--- src/rtl/wr_spacing_pkg.sv ---
package wr_spacing_pkg;

   typedef enum logic [2:0] {
      C_NOP  = 3'd0,
      C_WR   = 3'd1,
      C_WRA  = 3'd2,
      C_RD   = 3'd3,
      C_RDA  = 3'd4,
      C_PRE  = 3'd5,
      C_ACT  = 3'd6
   } mcmd_e;

   localparam int CODE_W   = 5;
   localparam int B_WSPC   = 0;   // write-to-write spacing
   localparam int B_TRUNC  = 1;   // illegal cut of a burst
   localparam int B_RDGAP  = 2;   // read after write too soon
   localparam int B_RECOV  = 3;   // precharge before write recovery
   localparam int B_XAP    = 4;   // cross-bank after auto-precharge write

endpackage

--- src/rtl/wr_age_track.sv ---
module wr_age_track #(
   parameter int CL     = 4,
   parameter int BANK_W = 3,
   parameter int SAT    = 12,
   parameter int AGE_W  = 4
) (
   input  logic              clk,
   input  logic              rst_n,
   input  logic              wr_seen,
   input  logic              ap_seen,
   input  logic [BANK_W-1:0] bank_in,
   input  logic              bl8_in,
   output logic [AGE_W-1:0]  age,
   output logic [BANK_W-1:0] last_bank,
   output logic              last_bl8,
   output logic              last_ap,
   output logic              busy
);

   localparam logic [AGE_W-1:0] AGE_SAT = AGE_W'(SAT);
   localparam logic [AGE_W-1:0] END4    = AGE_W'(CL - 1 + 2);
   localparam logic [AGE_W-1:0] END8    = AGE_W'(CL - 1 + 4);

   always_ff @(posedge clk) begin
      if (!rst_n) begin
         age       <= AGE_SAT;
         last_bank <= '0;
         last_bl8  <= 1'b0;
         last_ap   <= 1'b0;
      end else if (wr_seen) begin
         age       <= AGE_W'(1);
         last_bank <= bank_in;
         last_bl8  <= bl8_in;
         last_ap   <= ap_seen;
      end else if (age != AGE_SAT) begin
         age       <= age + AGE_W'(1);
      end
   end

   assign busy = (age <= (last_bl8 ? END8 : END4));

   assert_busy_after_wr_R11 : assert property (@(posedge clk) disable iff (!rst_n)
      wr_seen |=> busy);

endmodule

--- src/rtl/wr_rule_eval.sv ---
module wr_rule_eval
   import wr_spacing_pkg::*;
#(
   parameter int CL     = 4,
   parameter int TWTR   = 2,
   parameter int TWR    = 4,
   parameter int BANK_W = 3,
   parameter int AGE_W  = 4
) (
   input  logic [2:0]        cmd,
   input  logic [BANK_W-1:0] bank,
   input  logic [AGE_W-1:0]  age,
   input  logic [BANK_W-1:0] last_bank,
   input  logic              last_bl8,
   input  logic              last_ap,
   output logic [CODE_W-1:0] raw
);

   localparam int TWTR_E = (TWTR > 2) ? TWTR : 2;

   localparam logic [AGE_W-1:0] HALF4 = AGE_W'(2);
   localparam logic [AGE_W-1:0] HALF8 = AGE_W'(4);
   localparam logic [AGE_W-1:0] RD4   = AGE_W'(CL - 1 + 2 + TWTR_E);
   localparam logic [AGE_W-1:0] RD8   = AGE_W'(CL - 1 + 4 + TWTR_E);
   localparam logic [AGE_W-1:0] PR4   = AGE_W'(CL - 1 + 2 + TWR);
   localparam logic [AGE_W-1:0] PR8   = AGE_W'(CL - 1 + 4 + TWR);
   localparam logic [AGE_W-1:0] XR4   = AGE_W'(CL - 1 + 2 + TWTR);
   localparam logic [AGE_W-1:0] XR8   = AGE_W'(CL - 1 + 4 + TWTR);
   localparam logic [AGE_W-1:0] CUT8  = AGE_W'(2);

   mcmd_e c;
   logic  is_wr, is_rd, is_pre, same, in_win, cut_ok;
   logic [AGE_W-1:0] half, rd_lim, pr_lim, xr_lim;

   assign c      = mcmd_e'(cmd);
   assign is_wr  = (c == C_WR)  || (c == C_WRA);
   assign is_rd  = (c == C_RD)  || (c == C_RDA);
   assign is_pre = (c == C_PRE);
   assign same   = (bank == last_bank);
   assign half   = last_bl8 ? HALF8 : HALF4;
   assign rd_lim = last_bl8 ? RD8 : RD4;
   assign pr_lim = last_bl8 ? PR8 : PR4;
   assign xr_lim = last_bl8 ? XR8 : XR4;
   assign in_win = (age < half);
   assign cut_ok = last_bl8 && !last_ap && (age == CUT8);

   always_comb begin
      raw = '0;
      if (c != C_NOP) begin
         if (same) begin
            if (in_win) begin
               if (is_wr) begin
                  if (!cut_ok) begin
                     if (age[0]) raw[B_WSPC]  = 1'b1;
                     else        raw[B_TRUNC] = 1'b1;
                  end
               end else begin
                  raw[B_TRUNC] = 1'b1;
               end
            end else begin
               if (is_rd  && (age < rd_lim)) raw[B_RDGAP] = 1'b1;
               if (is_pre && (age < pr_lim)) raw[B_RECOV] = 1'b1;
            end
         end else if (last_ap) begin
            if (is_rd && (age < xr_lim)) raw[B_XAP] = 1'b1;
            if (is_wr && in_win)         raw[B_XAP] = 1'b1;
         end
      end
   end

endmodule

--- src/rtl/wr_code_prio.sv ---
module wr_code_prio #(
   parameter int W = 5
) (
   input  logic [W-1:0] raw,
   output logic [W-1:0] onehot
);

   for (genvar i = 0; i < W; i++) begin : g_bit
      if (i == 0) begin : g_first
         assign onehot[i] = raw[i];
      end else begin : g_rest
         assign onehot[i] = raw[i] & ~(|raw[i-1:0]);
      end
   end

endmodule

--- src/rtl/wr_spacing_mon.sv ---
module wr_spacing_mon
   import wr_spacing_pkg::*;
#(
   parameter int NBANK = 8,
   parameter int CL    = 4,
   parameter int TWTR  = 2,
   parameter int TWR   = 4,
   localparam int BANK_W = $clog2(NBANK)
) (
   input  logic              clk,
   input  logic              rst_n,
   input  logic [2:0]        cmd,
   input  logic [BANK_W-1:0] bank,
   input  logic              bl8,
   output logic              viol,
   output logic [4:0]        viol_code,
   output logic              wr_busy
);

   localparam int TWTR_E = (TWTR > 2) ? TWTR : 2;
   localparam int HOLD_A = (TWR > TWTR_E) ? TWR : TWTR_E;
   localparam int HOLD   = (HOLD_A > TWTR) ? HOLD_A : TWTR;
   localparam int SAT    = CL - 1 + 4 + HOLD + 1;
   localparam int AGE_W  = $clog2(SAT + 1);

   if (CL < 2 || CL > 16) begin : g_bad_cl
      $error("wr_spacing_mon: CL out of range");
   end
   if (TWTR < 1 || TWR < 1) begin : g_bad_t
      $error("wr_spacing_mon: timing counts must be at least 1");
   end
   if (NBANK < 2 || (NBANK & (NBANK - 1)) != 0) begin : g_bad_nb
      $error("wr_spacing_mon: NBANK must be a power of two >= 2");
   end
   if (CODE_W != 5) begin : g_bad_cw
      $error("wr_spacing_mon: code width mismatch");
   end

   logic              wr_seen, ap_seen;
   logic [AGE_W-1:0]  age;
   logic [BANK_W-1:0] last_bank;
   logic              last_bl8, last_ap;
   logic [CODE_W-1:0] raw, onehot;

   assign wr_seen = (cmd == 3'(C_WR)) || (cmd == 3'(C_WRA));
   assign ap_seen = (cmd == 3'(C_WRA));

   wr_age_track #(.CL(CL), .BANK_W(BANK_W), .SAT(SAT), .AGE_W(AGE_W)) u_track (
      .clk       (clk),
      .rst_n     (rst_n),
      .wr_seen   (wr_seen),
      .ap_seen   (ap_seen),
      .bank_in   (bank),
      .bl8_in    (bl8),
      .age       (age),
      .last_bank (last_bank),
      .last_bl8  (last_bl8),
      .last_ap   (last_ap),
      .busy      (wr_busy)
   );

   wr_rule_eval #(.CL(CL), .TWTR(TWTR), .TWR(TWR), .BANK_W(BANK_W), .AGE_W(AGE_W)) u_rules (
      .cmd       (cmd),
      .bank      (bank),
      .age       (age),
      .last_bank (last_bank),
      .last_bl8  (last_bl8),
      .last_ap   (last_ap),
      .raw       (raw)
   );

   wr_code_prio #(.W(CODE_W)) u_prio (
      .raw    (raw),
      .onehot (onehot)
   );

   always_ff @(posedge clk) begin
      if (!rst_n) begin
         viol      <= 1'b0;
         viol_code <= '0;
      end else begin
         viol      <= |onehot;
         viol_code <= onehot;
      end
   end

   assert_code_onehot_R10 : assert property (@(posedge clk) disable iff (!rst_n)
      $onehot0(viol_code));

   assert_nop_quiet_R12 : assert property (@(posedge clk) disable iff (!rst_n)
      (cmd == 3'(C_NOP)) |=> !viol);

   assert_rdgap_only_read_R6 : assert property (@(posedge clk) disable iff (!rst_n)
      raw[B_RDGAP] |-> ((cmd == 3'(C_RD)) || (cmd == 3'(C_RDA))));

   assert_recov_only_pre_R7 : assert property (@(posedge clk) disable iff (!rst_n)
      raw[B_RECOV] |-> (cmd == 3'(C_PRE)));

   assert_xap_other_bank_R8 : assert property (@(posedge clk) disable iff (!rst_n)
      raw[B_XAP] |-> (bank != last_bank));

endmodule

--- config.mk ---
export PLATFORM = sky130hd
export DESIGN_NAME = wr_spacing_mon
export DESIGN_NICKNAME = d
export VERILOG_FILES = /design/src/rtl/wr_spacing_pkg.sv /design/src/rtl/wr_age_track.sv /design/src/rtl/wr_rule_eval.sv /design/src/rtl/wr_code_prio.sv /design/src/rtl/wr_spacing_mon.sv
export SDC_FILE = /design/constraint.sdc
export NUM_CORES = 1
export LEC_CHECK = 0
export CAP_MARGIN = 20
export CORE_MARGIN = 8
export CORE_UTILIZATION = 54
export DETAILED_ROUTE_END_ITERATION = 7
export DONT_BUFFER_PORTS = 1
export GPL_TIMING_DRIVEN = 0
export HOLD_SLACK_MARGIN = 0.03
export PLACE_DENSITY = 0.72
export SLEW_MARGIN = 20
export SYNTH_ARGS = -nofsm -noshare
export SYNTH_HDL_FRONTEND = slang
export SYNTH_SLANG_ARGS = --single-unit
--- constraint.sdc ---
create_clock -name clk -period 1.8 [get_ports clk]
set_clock_uncertainty 0.05 [all_clocks]
set_input_delay 0.18 -clock clk [delete_from_list [all_inputs] [get_ports clk]]
set_output_delay 0.18 -clock clk [all_outputs]
set_load 0.02 [all_outputs]
==> flow_summary_export.csv <==
group,metric,value,unit
status,outcome,"complete, but fails checks",
status,violations,"setup timing",
synthesis,async_reset_ff_share,0,%
clock_network,cts_num_sinks,15,
cells_and_area,antenna_cells,0,
die,start_util,56.3,%
synthesis,synth_nets,120,
timing,worst_slack,-0.0381,ns
synthesis,synth_edf_count,0,
die,fp-row-count,15,
synthesis,synthesis.area,951,um2
timing,tightestPinTransition,0.635,ns
synthesis,syn_avg_cell_area,9.32,um2
power,p_leak,0.454,nW
flow_run,cap_violations,0,
cells_and_area,drive_gt1_share,29.3,%
synthesis,ys_seq_area_share,31.6,%
timing,rsz0062_at_grt,"yes",
worst_setup_path,crit_type,"register to register",
detailed_routing,drtIter0Drc,12,
die,die_y,58.0,um
clock_network,clock_latency,0.28,ns
cells_and_area,nets,135,
power,swShare,35.1,%
detailed_routing,vias_per_cell,6.13,
die,io_pins,16,
place,gp_congestion,0.854,
worst_setup_path,crit_arrival,1.96,ns
synthesis,synthFlopType,"dfxtp_1",
timing,fmax,0.544,GHz
place,dpl.hpwl,1500,um
worst_setup_path,crit_path_max_fanout,5,
timing,final_hold_viol_count,0,
die,fp.dieW,58.0,um
global_route,grt_antenna_before_repair,0,
power,power,0.000958,W
timing,setup_violations,1,
clock_network,path_clk_slew,0.08,ns
detailed_routing,wl_per_cell,16.2,um
power,p_switching,0.000337,W
global_route,grt.overflow.total,0,
detailed_routing,firstDrtPassIters,4,
worst_setup_path,required,1.92,ns
clock_network,cts_tree,"built",
global_route,grt_pass1_wl,3540,um
cells_and_area,fin_util,72.5,%
clock_network,clk_path_buf_depth,2,
power,pwr-share-seq,42.8,%
global_route,track_usage,13.3,%
worst_setup_path,start_kind,"register",
timing,hold_slack,0.0908,ns
synthesis,syn_inst,102,
die,core,1690,um2
clock_network,cts_made_buffers,3,
detailed_routing,ant_nets,0,
timing,period_needed,1.84,ns
power,p_comb_share,37.4,%
min_path,worstHoldPathType,"primary input to register",
global_route,grt_pass1_vias,842,
power,pwr-share-clk,19.8,%
synthesis,ys_ff_latch,15,
place,portBuffers,0,
detailed_routing,vias,815,
power,p_int,0.000621,W
clock_network,htreeDepth,1,
timing,fin_crit_sh,102,%
global_route,grt_max_degree,11,
detailed_routing,remaining_drc_errors,0,
worst_setup_path,endpoint_kind,"register",
timing,finalMaxSlewViolations,0,
clock_network,root_buffer,"clkbuf_4",
cells_and_area,area_delta_synth_final,28.8,%
timing,max-slew-margin-rel,57.3,%
detailed_routing,wirelength,2160,um
die,die-area,3360,um2
synthesis,yosysWarningCount,0,
power,power_density,782,nW/um2
synthesis,yosysUniqueCellTypes,36,
place,pre_cts_slack,-0.203,ns
power,irDropWorstVdd,0.574,mV
## what timing repair did
item                       4_1_cts  5_1_grt
hold endpoints to repair         7        1
hold buffers                     4        1
pin swaps                        3        3
buffers inserted                 6        0
setup endpoints to repair        4        3
gates resized for setup         12       11
## layer usage
layer | global-route usage [%] | vias to the layer above | part of all wire [%] | wire length (um)
li1 | - | 395 | - | -
met1 | 13.0 | 387 | 40 | 863
met2 | 25.0 | 27 | 51 | 1110
met3 | 4.86 | 6 | 7.1 | 154
met4 | 4.55 | 0 | 1.6 | 35
met5 | 0 | - | 0 | 0
## registers in the layout, indices dropped and copies added (netlist names)
name               flops
u_track.age            4
u_track.last_ap        1
u_track.last_bank      3
u_track.last_bl8       1
viol                   1
viol_code              5
## logic make-up (layout without fill, tap and decap cells)
group                    Yosys count  after routing  synth area share [%]
buffers and inverters              8             22                  4.34
multiplexers                       5              5                  5.26
flip-flops                        15             15                  31.6
adder cells (fa/ha/maj)            9              9                  11.8
AO/OA/AOI/OAI                     17             17                  12.6
AND/OR/NAND/NOR                   42             42                  28.8
XOR/XNOR                           6              6                  5.53
## area by class of cell
cell class	count	area (um2)
well taps	17	21.3
multi-input cells	79	727
clock buffers	3	22.5
clock inverters	1	5.00
plain buffers	3	22.5
flip-flops and latches	15	313
inverters	5	26.3
fillers	130	464
repair buffers	10	87.6
## layout by cell type (no fill, tap or decap), types with 2 or more instances in the layout
cell / netlist / routed
dfxtp_1: 15 / 11
buf_4: 1 / 6
mux2i_1: 5 / 5
nor2b_1: 5 / 5
nand3_1: 5 / 5
xnor2_1: 5 / 5
a21oi_1: 5 / 5
dlygate4sd3_1: 0 / 5
o21ai_0: 4 / 4
nor2_1: 4 / 4
nand2_1: 4 / 4
ha_4: 0 / 4
ha_1: 9 / 4
inv_1: 5 / 3
nand2b_1: 3 / 3
and2_1: 3 / 3
clkbuf_4: 0 / 3
dfxtp_4: 0 / 3
nand4_1: 2 / 2
and3_1: 2 / 2
nor3_1: 2 / 2
and4_1: 2 / 2
## path summary, 6_finish.rpt
kind	startpoint	cells after the start	to	slack, ns
worst max-delay path	u_track.last_bl8	6	viol	-0.04
worst min-delay path	cmd[0]	2	u_track.last_ap	0.09
worst max register to register	u_track.last_bl8	6	viol	-0.04
worst min register to register	u_track.last_bank[1]	2	u_track.last_bank[1]	0.49
## cells in the mapped netlist, types with 3 or more instances
library cell | count | share of area (%)
xnor2_1 | 5 | 4.6
nand3_1 | 5 | 2.6
and2_1 | 3 | 2.0
nand2_1 | 4 | 1.6
inv_1 | 5 | 2.0
nor2_1 | 4 | 1.6
o21ai_0 | 4 | 2.1
mux2i_1 | 5 | 5.3
ha_1 | 9 | 12
nand2b_1 | 3 | 2.0
nor2b_1 | 5 | 3.3
a21oi_1 | 5 | 2.6
dfxtp_1 | 15 | 32
## stage by stage
stage	TNS, ns	area [um2]	cells
6_report	-0.0381	1220	133
5_1_grt	-0.131	1220	133
4_1_cts	0	1160	133
3_5_place_dp	-0.382	978	119
3_3_place_gp	-0.280	978	119
2_1_floorplan	0	957	102
## critical path, stage by stage, from the launching register on
cell and delay [ns]:
dfxtp_4 0.38, inv_8 0.05, ha_4 0.27, a211oi_4 0.07
o32ai_4 0.39, nor4_4 0.10, o41a_1 0.41
## power groups by stage
stage,Combinational (W),Sequential [W],Clock (W)
final,0.000359,0.000410,0.000189
after global routing,0.000394,0.000415,0.000207
after CTS,0.000323,0.000405,0.000200
after detailed placement,0.000247,0.000419,0
after global placement,0.000240,0.000418,0
after floorplan,0.000210,0.000404,0
(Power assumes the default switching activity.)
